$ cat src/rtl/serial_rx_tagq.sv
module serial_rx_tagq #(
  parameter int OVS      = 16,
  parameter int DEPTH    = 16,
  parameter int TO_CHARS = 4
) (
  input  logic        clk,
  input  logic        rst_n,
  input  logic        baud_tick,
  input  logic        rx_line,
  input  logic        cfg_fifo_mode,
  input  logic        cfg_len8,
  input  logic        cfg_msb_first,
  input  logic [1:0]  cfg_parity,
  input  logic        cfg_two_stop,
  input  logic        rd_en,
  output logic [15:0] rd_data,
  output logic        rd_valid,
  output logic        irq_done,
  output logic        irq_err,
  output logic        irq_timeout
);
  localparam int CW = $clog2(OVS);
  localparam int AW = $clog2(DEPTH);
  localparam int TW = $clog2(TO_CHARS * OVS * 12 + 1);
  localparam logic [CW-1:0] MID  = CW'(OVS / 2 - 1);
  localparam logic [CW-1:0] LAST = CW'(OVS - 1);

  typedef enum logic [2:0] {S_IDLE, S_START, S_DATA, S_PAR, S_STOP} st_t;
  st_t state;

  logic [CW-1:0] cnt;
  logic [2:0]    bit_i;
  logic [7:0]    shreg;
  logic          par_acc, pe_q, fe_q, stop_i;
  logic [15:0]   hold_q;
  logic          hold_full;
  logic [15:0]   mem [DEPTH];
  logic [AW-1:0] wp, rp;
  logic [AW:0]   count;
  logic [TW-1:0] to_cnt;

  wire           samp       = baud_tick && (cnt == LAST);
  wire [2:0]     last_bit   = cfg_len8 ? 3'd7 : 3'd6;
  wire [2:0]     put_idx    = cfg_msb_first ? last_bit - bit_i : bit_i;
  wire           parity_on  = cfg_parity != 2'b00;
  wire           done_now   = samp && (state == S_STOP) && (stop_i == cfg_two_stop);
  wire           fe_now     = fe_q | ~rx_line;
  wire           full       = count == (AW+1)'(DEPTH);
  wire           pop        = rd_en && rd_valid;
  wire           q_pop      = pop && cfg_fifo_mode;
  wire           q_push     = done_now && cfg_fifo_mode && (!full || pop);
  wire           q_ovf      = done_now && cfg_fifo_mode && full && !pop;
  wire           single_ovr = done_now && !cfg_fifo_mode && hold_full && !pop;
  wire [AW-1:0]  tail       = wp - 1'b1;
  wire [15:0]    new_word   = {5'b0, single_ovr, fe_now, pe_q, shreg};
  wire           to_arm     = cfg_fifo_mode && (count != '0) && (state == S_IDLE) && !rd_en;
  wire [TW-1:0]  to_limit   = TW'(TO_CHARS * OVS) *
                              (TW'(9) + TW'(cfg_len8) + TW'(parity_on) + TW'(cfg_two_stop));

  always_ff @(posedge clk) begin
    if (!rst_n) begin
      state   <= S_IDLE;
      cnt     <= '0;
      bit_i   <= '0;
      shreg   <= '0;
      par_acc <= 1'b0;
      pe_q    <= 1'b0;
      fe_q    <= 1'b0;
      stop_i  <= 1'b0;
    end else if (baud_tick) begin
      case (state)
        S_IDLE:
          if (!rx_line) begin
            state <= S_START;
            cnt   <= '0;
          end
        S_START:
          if (cnt == MID) begin
            cnt <= '0;
            if (rx_line) state <= S_IDLE;
            else begin
              state   <= S_DATA;
              bit_i   <= '0;
              shreg   <= '0;
              par_acc <= 1'b0;
              pe_q    <= 1'b0;
              fe_q    <= 1'b0;
              stop_i  <= 1'b0;
            end
          end else cnt <= cnt + 1'b1;
        S_DATA:
          if (samp) begin
            cnt            <= '0;
            shreg[put_idx] <= rx_line;
            par_acc        <= par_acc ^ rx_line;
            bit_i          <= bit_i + 1'b1;
            if (bit_i == last_bit) state <= parity_on ? S_PAR : S_STOP;
          end else cnt <= cnt + 1'b1;
        S_PAR:
          if (samp) begin
            cnt <= '0;
            case (cfg_parity)
              2'b01:   pe_q <= ~(par_acc ^ rx_line);
              2'b10:   pe_q <= par_acc ^ rx_line;
              default: pe_q <= rx_line;
            endcase
            state <= S_STOP;
          end else cnt <= cnt + 1'b1;
        S_STOP:
          if (samp) begin
            cnt  <= '0;
            fe_q <= fe_now;
            if (stop_i == cfg_two_stop) state <= S_IDLE;
            else stop_i <= 1'b1;
          end else cnt <= cnt + 1'b1;
        default: state <= S_IDLE;
      endcase
    end
  end

  always_ff @(posedge clk) begin
    if (!rst_n) begin
      hold_q    <= '0;
      hold_full <= 1'b0;
    end else if (done_now && !cfg_fifo_mode) begin
      hold_q    <= new_word;
      hold_full <= 1'b1;
    end else if (pop && !cfg_fifo_mode) begin
      hold_full <= 1'b0;
    end
  end

  always_ff @(posedge clk) begin
    if (!rst_n) begin
      wp    <= '0;
      rp    <= '0;
      count <= '0;
    end else begin
      if (q_push) wp <= wp + 1'b1;
      if (q_pop)  rp <= rp + 1'b1;
      count <= count + (AW+1)'(q_push) - (AW+1)'(q_pop);
    end
  end

  always_ff @(posedge clk) begin
    if (q_push)     mem[wp]       <= new_word;
    else if (q_ovf) mem[tail][10] <= 1'b1;
  end

  assign rd_valid = cfg_fifo_mode ? (count != '0) : hold_full;
  assign rd_data  = !rd_valid ? 16'h0 : (cfg_fifo_mode ? mem[rp] : hold_q);

  always_ff @(posedge clk) begin
    if (!rst_n) begin
      irq_done    <= 1'b0;
      irq_err     <= 1'b0;
      irq_timeout <= 1'b0;
      to_cnt      <= '0;
    end else begin
      irq_done    <= done_now;
      irq_err     <= done_now && (pe_q || fe_now || single_ovr || q_ovf);
      irq_timeout <= to_arm && baud_tick && (to_cnt == to_limit - 1'b1);
      if (!to_arm) to_cnt <= '0;
      else if (baud_tick && to_cnt != to_limit) to_cnt <= to_cnt + 1'b1;
    end
  end

  assert_err_with_done_R9: assert property (@(posedge clk) disable iff (!rst_n)
    irq_err |-> irq_done);
  assert_done_one_cycle_R9: assert property (@(posedge clk) disable iff (!rst_n)
    irq_done |=> !irq_done);
  assert_timeout_needs_data_R10: assert property (@(posedge clk) disable iff (!rst_n)
    irq_timeout |-> count != '0);
  assert_count_bound_R7: assert property (@(posedge clk) disable iff (!rst_n)
    count <= (AW+1)'(DEPTH));
  assert_full_stays_full_R8: assert property (@(posedge clk) disable iff (!rst_n)
    q_ovf |=> count == (AW+1)'(DEPTH));
  assert_upper_zero_R2: assert property (@(posedge clk) disable iff (!rst_n)
    rd_data[15:11] == 5'b0);
endmodule

$ cat config.mk
export PLATFORM = sky130hd
export DESIGN_NAME = serial_rx_tagq
export DESIGN_NICKNAME = d
export VERILOG_FILES = /design/src/rtl/serial_rx_tagq.sv
export SDC_FILE = /design/constraint.sdc
export NUM_CORES = 1
export LEC_CHECK = 0
export BUFFER_PORTS_ARGS = -buffer_cell sky130_fd_sc_hd__buf_2
export CAP_MARGIN = 30
export CORE_ASPECT_RATIO = 0.9
export CORE_UTILIZATION = 60
export DETAILED_ROUTE_END_ITERATION = 8
export PLACE_DENSITY = 0.86
export SETUP_SLACK_MARGIN = 0.02
export SLEW_MARGIN = 20
export SYNTH_ARGS = -nofsm -noshare
export SYNTH_HDL_FRONTEND = slang
export SYNTH_SLANG_ARGS = --single-unit
$ cat constraint.sdc
create_clock -name clk -period 8.9 [get_ports clk]
set_clock_uncertainty 0.15 [all_clocks]
set_input_delay 1.78 -clock clk [delete_from_list [all_inputs] [get_ports clk]]
set_output_delay 1.78 -clock clk [all_outputs]
set_load 0.05 [all_outputs]
; Yosys cells after proc, flatten, opt, wreduce, memory -nomap -nowiden
; Memory sizes are Yosys's and may differ from the RTL's. A register that Yosys moved wholly into a read port is not among the register bits.
; Cells that the tools add are included.
[totals]
in_bits = 11
mem_bits_rw = 176
word_cells = 159
n_memories = 1
ff_bits = 60
[classes]
n_lt_le_gt_ge = 2
bitwise_logic = 4
reduce_logical = 46
n_eq_ne = 22
addsub = 13
mux = 54
[mem_list]
columns = name, words, word_bits, rd, rd_clocked_by_memory_dff, wr, line
row1 = mem, 16, 11, 1, 1, 1, 37  ; logic [15:0] mem [DEPTH];
[ops]
columns = operator, count
row1 = $mux 3, 12
row2 = $mux 16, 2
row3 = $mux 4, 6
row4 = $mux 8, 3
row5 = $logic_and 1x1->1, 21
row6 = $mux 1, 17
row7 = $ne 2x2->1 const B, 8
row8 = $pmux 8 s2, 1
row9 = $pmux 3 s5, 1
row10 = $reduce_and 5->1, 3
row11 = $add 4x1->4 const B, 3
row12 = $pmux 4 s3, 1
row13 = $mux 11, 1
row14 = $reduce_or 11->1, 1
row15 = $add 10x1->10 const B, 1
row16 = $eq 10x10->1, 1
row17 = $ne 10x10->1, 1
row18 = $pmux 1 s2, 5
row19 = $reduce_bool 2->1, 5
row20 = $sub 10x1->10 const B, 1
row21 = $add 4x1->4, 2
row22 = $bwmux 8, 1
row23 = $reduce_and 8->1, 1
row24 = $eq 3x2->1 const B, 2
row25 = other kinds (33), 41

; Logic depth before layout (Yosys ltp)
[depth]
ltp_word = 12
mapped_depth = 15
mapped_depth_nobuf = 14

; Least setup slack after synthesis
; OpenSTA, ideal clock, no wires.
[synth_path]
path_type = input to output
startpoint = in cfg_fifo_mode
endpoint = out rd_data[3]
setup_slack_ps = 3258
path_stages = 5
arrival_ps = 3712
cell_sequence = clkbuf_1 and2_1 clkbuf_1 a21oi_1 a211oi_1
[synth_between]
elab_chain_cells = 2
elab_cells_between_ends = 3
cone_classes = mux: 3
[synth_lines]
columns = item, line
row1 = "start, declared", 10  ; input logic cfg_fifo_mode,
row2 = $mux 16 / $mux 1 (equally long branches), "151, 150"
row3 = $mux 16 (*), 151  ; assign rd_data = !rd_valid ? 16'h0 : (cfg_fifo_mode ? mem[rp] : hold_q);
row4 = "end, declared", 16  ; output logic [15:0] rd_data,
; Mark *: on every way between the ends. The rest lies on a longest branch, timed or not.

; Worst setup path after layout
[layout_path]
startpoint = in cfg_fifo_mode
endpoint = out rd_data[10]
; The elaborated chain is that of the path after synthesis.

==> impl_metrics.env <==
export IMPL_status="complete, no violations"
export IMPL_top_level_ports=31
export IMPL_cp_max_fo=23
export IMPL_timing_critical_path_mode_cell="buf_2"
export IMPL_start_kind="input port"
export IMPL_clk_path_buf_depth=3
export IMPL_instances_no_fill=1096
export IMPL_period_share=0.662
export IMPL_p_switching_uw=635
export IMPL_rrSetupSlack_ps=5290
export IMPL_timing_final_hold_violations=0
export IMPL_die_area_sq_um=18600
export IMPL_ys_warn_count=0
export IMPL_fin_nets=875
export IMPL_grt_pass1_vias=6943
export IMPL_wl_um=25100
export IMPL_maxSlewHeadroom=0.341
export IMPL_cts_buffers=24
export IMPL_clock_root_buffer="clkbuf_16"
export IMPL_final_cell_mix="176 x edfxtp_1, 67 x a21oi_1, 62 x dfxtp_1, 44 x mux4_2, 42 x nand2_1"
export IMPL_critical_path_max_stage_delay_ps=780
export IMPL_first_pass_iters=5
export IMPL_critPathRequiredTime_ps=6970
export IMPL_syn_inst=809
export IMPL_cts_max_level=1
export IMPL_ys_flop_type="edfxtp_1"
export IMPL_gp_congestion=0.908
export IMPL_syn_area_per_cell_sq_um=13.4
export IMPL_grt_ovfl_total=0
export IMPL_seq_power_share=0.474
export IMPL_num_rows=46
export IMPL_clkSlewWorstSetupHoldPaths_ps=60
export IMPL_r2r_cells=13
export IMPL_hold_depth=2
export IMPL_irDropWorstVdd_mv=0.146
export IMPL_grt_first_pass_wirelength_um=39100
export IMPL_worstMarginPinSlew_ps=984
export IMPL_finalSetupViolations=0
export IMPL_cp_cell_sequence="buf_2 -> nor2b_1 -> nand2_1 -> and3_1 -> a221oi_1 -> buf_2"
export IMPL_synth_cell_types=71
export IMPL_swShare=0.247
export IMPL_start_util=0.614
export IMPL_layout_drive_gt1_share=0.164
export IMPL_io_buffers=25
export IMPL_wl_per_cell_um=22.9
export IMPL_arrival_ps=3960
export IMPL_yosysTopAreaCell="edfxtp_1"
export IMPL_intPower_uw=1930
export IMPL_p_comb_frac=0.122
export IMPL_fin_setup_tns_ps=0
export IMPL_antennaDiodeCount=0
export IMPL_dp_cells=1051
export IMPL_hp_class="flop to flop"
export IMPL_track_usage=0.282
export IMPL_cts_tree="yes"
export IMPL_rsz0062_at_grt="false"
export IMPL_core_sq_um=17700
export IMPL_fmax_mhz=170
export IMPL_cts_repair_resized=0
export IMPL_drc=0
export IMPL_antenna_found_initial=0
export IMPL_drt_iter0_drc=855
export IMPL_post_cts_buffers=0
export IMPL_synth_seq_cells=240
export IMPL_die_w_um=144
export IMPL_clockPowerShare=0.404
export IMPL_syn_area_sq_um=10900
export IMPL_dp_hpwl_um=15300
export IMPL_r2r_end="count[4]"
export IMPL_fin_crit_ps=5890
export IMPL_vias=7287
export IMPL_die_h_um=130
export IMPL_powerDensity_nw_per_um2=213
export IMPL_areaGrowthSynthToFinish_pct=11.0
export IMPL_synth_edff_count=176
export IMPL_p_leak_uw=0.00417
export IMPL_grt_max_degree=45
export IMPL_routed_via_density=6.65
export IMPL_clk_latency_ps=510
export IMPL_maxSlewViolCount=0
export IMPL_crit_slowest_cell="nor2b_1"
export IMPL_cp_end_kind="primary output"
export IMPL_yosysTopAreaCellShare=0.487
export IMPL_worstHoldEndpoint="cnt[1]"
export IMPL_maxCapViolations=0
export IMPL_rr_startpoint="state[2]"
export IMPL_cts_num_sinks=240
export IMPL_synth_area_leaders="edfxtp_1 49%, dfxtp_1 12%, mux4_2 9.1%"
export IMPL_ys_seq_area_frac=0.605
export IMPL_final_common_cell="edfxtp_1"
export IMPL_worstHoldStart="cnt[1]"
export IMPL_worstSetupPathType="input port to primary output"
export IMPL_ant_nets=0
export IMPL_ctsHoldBuffers=0
export IMPL_synthArstFlopShare=0
==> worst max-delay path: cells and delay by family <==
| family | cells | cell delay [ps] |
|---|---|---|
| compound gates | 1 | 420 |
| buf+inv | 2 | 610 |
| simple gates | 3 | 1150 |
==> worst max-delay path by stage <==
stage | to | from
floorplan | rd_data[3] | cfg_fifo_mode
global placement | rd_data[10] | cfg_fifo_mode
detailed placement | rd_data[10] | cfg_fifo_mode
CTS | rd_data[10] | cfg_fifo_mode
global route | rd_data[10] | cfg_fifo_mode
finish | rd_data[10] | cfg_fifo_mode
==> cell type report <==
type / count / area [sq um]
Fill cell: 1182 / 5630
Sequential cell: 240 / 6570
Clock inverter: 10 / 126
Multi-Input combinational cell: 490 / 3940
Tap cell: 240 / 300
Timing Repair Buffer: 49 / 300
Inverter: 33 / 124
Clock buffer: 34 / 679
==> sequential cells by signal (all words and copies together) (netlist names), 3 cells and up, named ones only <==
register  cells
mem         176
hold_q       11
to_cnt       10
shreg         8
count         5
cnt           4
rp            4
wp            4
bit_i         3
state         3
==> kinds of logic (layout without fill, tap and decap cells) <==
logic type                 after synthesis  count (layout)  share of synthesized area
xor gates and xnor gates                27              27                     0.0218
other                                    1               5                   0.000346
muxes                                   68              68                      0.114
AOI/OAI and AO/OA                      155             155                     0.0881
buffers and inverters                   83             126                     0.0334
and+or+nand+nor                        209             209                      0.106
DFF                                    240             240                      0.605
adders and majority gates               26              26                     0.0314
==> power by group through the flow <==
stage / logic (uW) / clock network, uW / registers [uW]
after detailed placement: 306 / 0 / 1240
final: 314 / 1040 / 1220
after CTS: 311 / 1040 / 1220
after floorplan: 253 / 0 / 1230
after global placement: 299 / 0 / 1240
after global routing: 343 / 1080 / 1220
==> cells in the mapped netlist, types with 6 or more instances <==
| cell | count |
|---|---|
| edfxtp_1 | 176 |
| a21oi_1 | 67 |
| dfxtp_1 | 64 |
| mux4_2 | 44 |
| nand2_1 | 42 |
| nor2_1 | 38 |
| inv_1 | 32 |
| clkbuf_1 | 29 |
| nand3_1 | 28 |
| o21ai_0 | 28 |
| ha_1 | 24 |
| mux2i_1 | 22 |
| nand4_1 | 18 |
| xnor2_1 | 15 |
| nor3_1 | 13 |
| and2_1 | 12 |
| xor2_1 | 12 |
| buf_2 | 11 |
| a211oi_1 | 10 |
| nand3b_1 | 7 |
| or3_1 | 7 |
| buf_4 | 6 |
| nor4_1 | 6 |
| o211ai_1 | 6 |
| o22ai_1 | 6 |
==> per-stage QoR <==
| stage | worst slack, ps | cell area (sq um) | hold slack (ps) | power [uW] | util |
|---|---|---|---|---|---|
| after floorplan | 3260 | 10900 | 287 | 1490 | - |
| after global placement | 3200 | 11200 | 306 | 1540 | 0.633 |
| after detailed placement | 3140 | 11200 | 321 | 1550 | 0.635 |
| after CTS | 3110 | 12000 | 330 | 2570 | 0.681 |
| after global routing | 2990 | 12000 | 340 | 2640 | 0.681 |
| final | 3010 | 12000 | 324 | 2570 | 0.681 |
==> layer usage <==
metal,vias up,routed length (um),track usage
met4,0,869,0.101
met5,-,0,0
met2,492,12200,0.462
met1,3555,9670,0.382
met3,86,2370,0.0477
li1,3154,-,-
Power figures use the tool's default switching activity.
